File: src/rtl/rtc_snap_pkg.sv
// Shared constants for the snapshot controller.
// Assumes byte-wide fields and a control register at the window base.
package rtc_snap_pkg;
    localparam int BYTE_W      = 8;
    localparam int CTRL_WR_BIT = 7;   // write-halt: freeze, then load counters on clear
    localparam int CTRL_RD_BIT = 6;   // read-halt: freeze only
endpackage

File: src/rtl/rtc_prescaler.sv
// Sub-second divider: raises tick for one clock every DIV clocks.
// Assumes DIV >= 2; clr restarts the count from zero and suppresses the tick.
module rtc_prescaler #(
    parameter int DIV = 32768
) (
    input  logic clk,
    input  logic rst_n,
    input  logic clr,
    output logic tick
);
    localparam int CW = (DIV > 2) ? $clog2(DIV) : 1;
    localparam logic [CW-1:0] LAST = CW'(DIV - 1);

    logic [CW-1:0] cnt_q;

    // count clocks and emit one pulse per period
    always_ff @(posedge clk) begin
        if (!rst_n || clr) begin
            cnt_q <= '0;
            tick  <= 1'b0;
        end else if (cnt_q == LAST) begin
            cnt_q <= '0;
            tick  <= 1'b1;
        end else begin
            cnt_q <= cnt_q + 1'b1;
            tick  <= 1'b0;
        end
    end
endmodule

File: src/rtl/rtc_xfer_ctl.sv
// Transfer scheduler: turns an accepted tick into a one-clock copy request.
// Assumes halt comes from the registered control bits, so a halt written in
// the tick clock is not yet visible and the transfer still goes ahead.
module rtc_xfer_ctl (
    input  logic clk,
    input  logic rst_n,
    input  logic tick,
    input  logic halt,
    output logic pend
);
    // accept a tick only while not halted; once set, the copy always completes
    always_ff @(posedge clk) begin
        if (!rst_n) pend <= 1'b0;
        else        pend <= tick & ~halt;
    end
endmodule

File: src/rtl/rtc_hold_regs.sv
// Host window: control bits, holding registers and registered read port.
// Assumes a pending transfer takes priority over a host write to a field.
module rtc_hold_regs
    import rtc_snap_pkg::*;
#(
    parameter int              AW   = 13,
    parameter int              NF   = 7,
    parameter logic [AW-1:0]   BASE = 13'h1FF8
) (
    input  logic                   clk,
    input  logic                   rst_n,
    input  logic                   host_wr,
    input  logic                   host_rd,
    input  logic [AW-1:0]          addr_i,
    input  logic [BYTE_W-1:0]      wdata_i,
    input  logic [NF*BYTE_W-1:0]   live_i,
    input  logic                   pend,
    output logic [NF*BYTE_W-1:0]   hold_o,
    output logic                   halt_o,
    output logic                   wr_fall_o,
    output logic                   load_o,
    output logic [BYTE_W-1:0]      rdata_o
);
    logic rd_bit_q, wr_bit_q;
    logic ctrl_sel;
    logic [BYTE_W-1:0] rmux;

    assign ctrl_sel  = (addr_i == BASE);
    assign halt_o    = rd_bit_q | wr_bit_q;
    assign wr_fall_o = host_wr & ctrl_sel & wr_bit_q & ~wdata_i[CTRL_WR_BIT];

    // control register: only the two halt bits are stored
    always_ff @(posedge clk) begin
        if (!rst_n) begin
            rd_bit_q <= 1'b0;
            wr_bit_q <= 1'b0;
        end else if (host_wr && ctrl_sel) begin
            rd_bit_q <= wdata_i[CTRL_RD_BIT];
            wr_bit_q <= wdata_i[CTRL_WR_BIT];
        end
    end

    // load strobe: one clock after the write-halt bit is cleared
    always_ff @(posedge clk) begin
        if (!rst_n) load_o <= 1'b0;
        else        load_o <= wr_fall_o;
    end

    for (genvar i = 0; i < NF; i++) begin : g_field
        localparam logic [AW-1:0] FADDR = AW'(int'(BASE) + 1 + i);
        // one holding byte: copy from counters, or host write under write-halt
        always_ff @(posedge clk) begin
            if (!rst_n)
                hold_o[i*BYTE_W +: BYTE_W] <= '0;
            else if (pend)
                hold_o[i*BYTE_W +: BYTE_W] <= live_i[i*BYTE_W +: BYTE_W];
            else if (host_wr && wr_bit_q && addr_i == FADDR)
                hold_o[i*BYTE_W +: BYTE_W] <= wdata_i;
        end
    end

    // read multiplexer over the window; unmapped addresses give zero
    always_comb begin
        rmux = '0;
        if (ctrl_sel) begin
            rmux[CTRL_WR_BIT] = wr_bit_q;
            rmux[CTRL_RD_BIT] = rd_bit_q;
        end
        for (int i = 0; i < NF; i++)
            if (addr_i == AW'(int'(BASE) + 1 + i))
                rmux = hold_o[i*BYTE_W +: BYTE_W];
    end

    // registered read data, held between reads
    always_ff @(posedge clk) begin
        if (!rst_n)       rdata_o <= '0;
        else if (host_rd) rdata_o <= rmux;
    end
endmodule

File: src/rtl/rtc_snap_ctrl.sv
// Top: prescaler, transfer scheduler and host window for a time-of-day
// counter chain kept outside this block. Assumes the counters advance on
// tick_o and load load_data_o when load_o is high.
module rtc_snap_ctrl
    import rtc_snap_pkg::*;
#(
    parameter int            AW   = 13,
    parameter int            NF   = 7,
    parameter logic [AW-1:0] BASE = 13'h1FF8,
    parameter int            DIV  = 32768
) (
    input  logic                  clk,
    input  logic                  rst_n,
    input  logic                  cs_i,
    input  logic                  wr_i,
    input  logic                  rd_i,
    input  logic [AW-1:0]         addr_i,
    input  logic [7:0]            wdata_i,
    output logic [7:0]            rdata_o,
    input  logic [NF*8-1:0]       live_i,
    output logic                  tick_o,
    output logic                  load_o,
    output logic [NF*8-1:0]       load_data_o
);
    logic host_wr, host_rd, halt, wr_fall, xfer_pend;
    logic [NF*BYTE_W-1:0] hold;

    assign host_wr     = cs_i & wr_i;
    assign host_rd     = cs_i & rd_i;
    assign load_data_o = hold;

    rtc_prescaler #(.DIV(DIV)) u_presc (
        .clk(clk), .rst_n(rst_n), .clr(wr_fall), .tick(tick_o)
    );

    rtc_xfer_ctl u_xfer (
        .clk(clk), .rst_n(rst_n), .tick(tick_o), .halt(halt), .pend(xfer_pend)
    );

    rtc_hold_regs #(.AW(AW), .NF(NF), .BASE(BASE)) u_regs (
        .clk(clk), .rst_n(rst_n), .host_wr(host_wr), .host_rd(host_rd),
        .addr_i(addr_i), .wdata_i(wdata_i), .live_i(live_i), .pend(xfer_pend),
        .hold_o(hold), .halt_o(halt), .wr_fall_o(wr_fall), .load_o(load_o),
        .rdata_o(rdata_o)
    );
endmodule

File: config.mk
export PLATFORM = sky130hd
export DESIGN_NAME = rtc_snap_ctrl
export DESIGN_NICKNAME = d
export VERILOG_FILES = /design/src/rtl/rtc_snap_pkg.sv /design/src/rtl/rtc_prescaler.sv /design/src/rtl/rtc_xfer_ctl.sv /design/src/rtl/rtc_hold_regs.sv /design/src/rtl/rtc_snap_ctrl.sv
export SDC_FILE = /design/constraint.sdc
export NUM_CORES = 1
export LEC_CHECK = 0
export ABC_AREA = 1
export BUFFER_PORTS_ARGS = -buffer_cell sky130_fd_sc_hd__buf_4
export CAP_MARGIN = 20
export CORE_AREA = 2 2 94 133
export CTS_BUF_LIST = sky130_fd_sc_hd__clkbuf_4 sky130_fd_sc_hd__clkbuf_8
export DETAILED_ROUTE_END_ITERATION = 10
export DIE_AREA = 0 0 96 135
export SLEW_MARGIN = 20
export SYNTH_ARGS = -nofsm -noshare
export SYNTH_HDL_FRONTEND = slang
export SYNTH_SLANG_ARGS = --single-unit
File: constraint.sdc
create_clock -name clk -period 2.7 [get_ports clk]
set_clock_uncertainty 0.2 [all_clocks]
set_input_delay 0.135 -clock clk [delete_from_list [all_inputs] [get_ports clk]]
set_output_delay 0.135 -clock clk [all_outputs]
set_load 0.05 [all_outputs]
; After elaboration in Yosys (flattened, before gate mapping)
; Cells that the tools add are included.
[op_classes]
n_addsub = 1
n_eq_ne = 9
muxes = 23
bitwise_logic = 9
n_reduce_logical = 19
[ops]
columns = op, count
row1 = 8-bit 2-to-1 mux, 21
row2 = "13-bit == test, second input constant", 8
row3 = "15-bit by 1-bit adder with 15-bit output, second input constant", 1
row4 = "15-bit == test, second input constant", 1
row5 = 2-bit nonzero test, 7
row6 = 1-bit logical AND, 9
row7 = 1-bit AND, 6
row8 = 2-bit 2-to-1 mux, 1
row9 = 1-bit NOT, 2
row10 = 2-bit OR reduction, 1
row11 = 1-bit logical NOT, 1
row12 = 1-bit logical OR, 1
row13 = 1-bit 2-to-1 mux, 1
row14 = 1-bit bitwise OR, 1
[totals]
reg_bits = 84
input_bits = 82
word_cells = 75

; Longest topological paths before layout
[logic_depth]
ltp_word = 9
mapped_depth = 13
mapped_depth_nobuf = 12

; By module
; Synthesis repeated with hierarchy kept, for this count alone.
[unflattened]
hier_cells = 611
area_unflattened_um2 = 4346.7
[modules_own_cells]
columns = module, n_inst, cells_each, area_per_inst_um2, seq_area_each_um2
row1 = rtc_hold_regs, 1, 487, 3457.1, 1341.3
row2 = rtc_prescaler, 1, 117, 844.6, 320.3
row3 = rtc_xfer_ctl, 1, 3, 30.0, 20.0
row4 = rtc_snap_ctrl, 1, 4, 15.0, 0.0

; Worst setup path after synthesis
; OpenSTA, ideal clock, no wires.
[synth_timing]
kind = register to register
startpoint = register u_presc.cnt_q[0]
endpoint = register u_presc.cnt_q[13]
setup_ns = 0.115
t_arrival_ns = 1.572
required_ns = 2.385
setup_slack_ns = 0.813
path_stages_with_launch = 14
path_buffers = 1
period_less_slack_ns = 1.887
path_cell_list = dfxtp_1 > ha_1 > nand2_1 > nor2_2 > inv_2 > nor2_2 > nand2_2 > nor2_4 > nand3_2 > nor2_4 > nand3_2 > nand2_4 > buf_6 > nor2_1
[synth_via]
elab_chain_cells = 2
word_cells_on_any_way = 3
classes_between = add/sub: 1 / eq/ne: 1 / reduce/logical: 1
[synth_lines]
columns = item, line
row1 = "start, declared", rtc_prescaler.sv:14  ; logic [CW-1:0] cnt_q;
row2 = "start signal, assigned", rtc_prescaler.sv:25  ; cnt_q <= cnt_q + 1'b1;
row3 = branches (longest 2 deep; another with 15-bit by 1-bit adder with 15-bit output), --
; Parallel ways; which one is timed is not known.
; A chain may end at the register's enable or synchronous reset.

; Worst setup path in the final report
[layout_timing]
startpoint = register u_presc.cnt_q[0]
endpoint = register u_presc.cnt_q[12]
; The elaborated chain is that of the path after synthesis.

==> impl_metrics.csv <==
group,metric,value,unit
worst_setup_path,reg2reg_slack,0.69,ns
cts,cts_sinks,84,
floorplanning,core_area,11700,µm²
synthesis,syn-cell-area,4030,µm²
routing,ant_nets,0,
worst_setup_path,path_cells,"ha_1 -> nand2_1 -> nor2_2 -> inv_2 -> nor2_2 -> nand2_2 -> nor2_4 -> nand3_2 -> nor2_4 -> nand3_2 -> nand2_4 -> nor3_1",
sta,holdWs,0.0261,ns
global_route,grt_pass1_vias,4539,
routing,wl_per_cell,17.0,µm
worst_setup_path,cp-start-kind,"register",
finish,fin_util,51.7,%
synthesis,synth_seq_area_share,41.7,%
global_route,gr-total-overflow,0,
routing,dr.first_iter.drc_count,274,
global_route,grt_pass1_wl,23400,µm
synthesis,synth_warnings,0,
finish,fin_cells,887,
worst_setup_path,cp-end-kind,"register",
routing,totalWireLength,15000,µm
floorplanning,die_w,96,µm
worst_setup_path,crit_family,"simple AND/OR/NAND/NOR gates",
worst_setup_path,cp.required,2.77,ns
placement,hpwl,11000,µm
power,p_per_area,433,nW/µm²
finish,nNetsFinal,818,
global_route,use_met3,4.07,%
floorplanning,start_util,34.5,%
worst_setup_path,rr_startpoint,"u_presc.cnt_q[0]",
power,p_leak,0.00257,µW
placement,place.port_buffers,147,
finish,diodes,0,
finish,fillers,1138,
worst_setup_path,cp_max_fo,14,
worst_setup_path,r2r-end,"u_presc.cnt_q[12]",
power,ir_drop,0.302,mV
worst_setup_path,crit_end,"u_presc.cnt_q[12]",
cts,root_buffer,"clkbuf_8",
floorplanning,fp-row-count,47,
finish,final_common_cell,"buf_4",
sta,hold_violations,0,
sta,fin_crit_sh,74.6,%
global_route,grt_max_degree,60,
placement,placed_cells,811,
worst_setup_path,path_depth,12,
synthesis,synth-main-ff-cell,"dfxtp_1",
sta,rsz0062_at_grt,"false",
floorplanning,ios,148,
routing,via_per_inst,5.10,
min_path,whs_path_depth,4,
synthesis,netlist_instances,538,
finish,drive_above_1_share,28.1,%
cts,tritoncts,"built",
flow_run,maxCapViolCount,0,
synthesis,synth_edf_count,0,
cts,cts_buffers,9,
cts,htreeDepth,3,
worst_setup_path,critPathLaunch,"u_presc.cnt_q[0]",
sta,worstMarginPinSlew,0.640,ns
power,total_power,2620,µW
cts,clk_pin_slew,0.09,ns
sta,drv_slew,0,
cts,clock_path_buffers,2,
floorplanning,fp.dieH,135,µm
placement,gp_congestion,0.909,
synthesis,ys_seq_elements,84,
routing,route.vias.total,4523,
worst_setup_path,path_buf_inv,1,
sta,relSlewSlack,56.9,%
global_route,antenna_found_initial,0,
routing,drc,0,
worst_setup_path,crit_arrival,2.09,ns
global_route,grt.met2_usage,40.9,%
sta,fmax,496,MHz
global_route,busiest_layer,"met2",
synthesis,yosysUniqueCellTypes,39,
sta,fin_setup_tns,0,ns
worst_setup_path,slowest_stage,"dfxtp_1",
synthesis,synth_nets,621,
sta,setup_viol,0,
global_route,grt.met1_usage,27.8,%
synthesis,synth_area_per_cell,7.50,µm²
finish,final_cell_mix,"buf_4 (150), nand2_1 (126), dfxtp_1 (83)",
worst_setup_path,cpPeakStageDelay,0.37,ns
global_route,track_usage,23.8,%
worst_setup_path,worstRegToRegCells,12,
routing,dr.pass1.iters,5,
run_status,status,"complete, no violations",
min_path,hp-class,"input port to register",
cts,clk_latency,0.38,ns
floorplanning,die_area,13000,µm²
worst_setup_path,crit_type,"register to register",
synthesis,async_flop_share,0,%
finish,area.growth.synth_to_final,50.1,%
sta,period_minus_slack,2.01,ns
[worst min path at each step]
| stage | to | slack, ns | startpoint |
|---|---|---|---|
| after CTS | u_regs.rdata_o[7] | 0.01 | rd_i |
| after global placement | u_regs.load_o | 0.12 | wdata_i[7] |
| final | u_regs.rdata_o[7] | 0.03 | rd_i |
| after detailed placement | u_regs.load_o | 0.12 | wdata_i[7] |
| after global routing | u_regs.rdata_o[3] | 0.05 | rd_i |
| after floorplan | u_regs.load_o | 0.01 | wdata_i[7] |
[report_power, final]
part           internal (µW)  leakage [µW]  total, µW  switching (µW)
logic                    147       0.00176        259             113
clock network            622      0.000125       1120             497
registers               1240      0.000677       1250            3.17
total                   2010       0.00257       2620             613
[metal layers]
metal	up-vias	share of wire, %
li1	2246	-
met1	2101	40
met2	142	51
met3	34	5.1
met4	0	4.1
met5	-	0
[sequential cells by signal, summed over array words and instances (netlist names)]
name,cells
u_regs.wr_bit_q,1
u_regs.load_o,1
u_regs.rdata_o,8
u_presc.tick,1
u_xfer.pend,1
u_regs.hold_o,56
u_regs.rd_bit_q,1
u_presc.cnt_q,15
[cell families after synthesis]
group,share of synthesized area (%)
AOI/OAI and AO/OA,21.9
xor gates and xnor gates,1.30
adders and majority gates,0.310
buffers and inverters,7.54
DFF,41.7
and+or+nand+nor,27.2
[synth_stat cells, types with 2 or more instances]
cell type / instances / area (µm²)
buf_4: 6 / 45.0
nor3_4: 3 / 48.8
o21ai_0: 65 / 325
nor3_2: 2 / 20.0
buf_6: 3 / 33.8
a31oi_1: 55 / 344
nand2_4: 2 / 22.5
a31oi_2: 2 / 25.0
o21ai_2: 3 / 26.3
nor2_2: 4 / 25.0
clkbuf_1: 11 / 41.3
inv_2: 6 / 22.5
nor2_4: 4 / 45.0
inv_1: 37 / 139
dfxtp_1: 84 / 1680
a21oi_1: 20 / 100
and3_1: 5 / 31.3
nand4_1: 16 / 100
buf_2: 3 / 15.0
xnor2_1: 4 / 35.0
xor2_1: 2 / 17.5
nand3_1: 21 / 105
nand2_1: 126 / 473
nand2_2: 8 / 50.1
nor2_1: 26 / 97.6
nand3_2: 4 / 40.0
nor4_1: 2 / 12.5
nor3_1: 3 / 15.0
[worst reg2reg max path: stages (launching register included)]
cell     delay, ns
dfxtp_1       0.37
ha_1          0.19
nand2_1       0.09
nor2_2        0.12
inv_2         0.05
nor2_2        0.10
nand2_2       0.08
nor2_4        0.11
nand3_2       0.12
nor2_4        0.12
nand3_2       0.11
nand2_4       0.18
nor3_1        0.07
[stage by stage]
step           setup WS (ns)  instance area (µm²)
6_report               0.685                 6050
5_1_grt                0.472                 6050
4_1_cts                0.669                 6050
3_5_place_dp           0.682                 5210
3_3_place_gp           0.735                 5210
2_1_floorplan          0.813                 4030
[final cells by class]
type | instances | area, µm² | area share (%)
clock buffer | 9 | 124 | 2.05
clock inverter | 7 | 124 | 2.05
inverter | 44 | 165 | 2.73
multi-input combinational | 386 | 2050 | 33.8
sequential | 84 | 1680 | 27.8
tap | 147 | 184 | 3.04
timing repair buffer | 210 | 1730 | 28.5
[what timing repair did]
action,4_1_cts,5_1_grt
setup endpoints to repair,0,0
resized for setup,0,0
hold buffers,60,0
buffers inserted,0,0
hold endpoints to repair,66,0
Power figures use the tool's default switching activity.
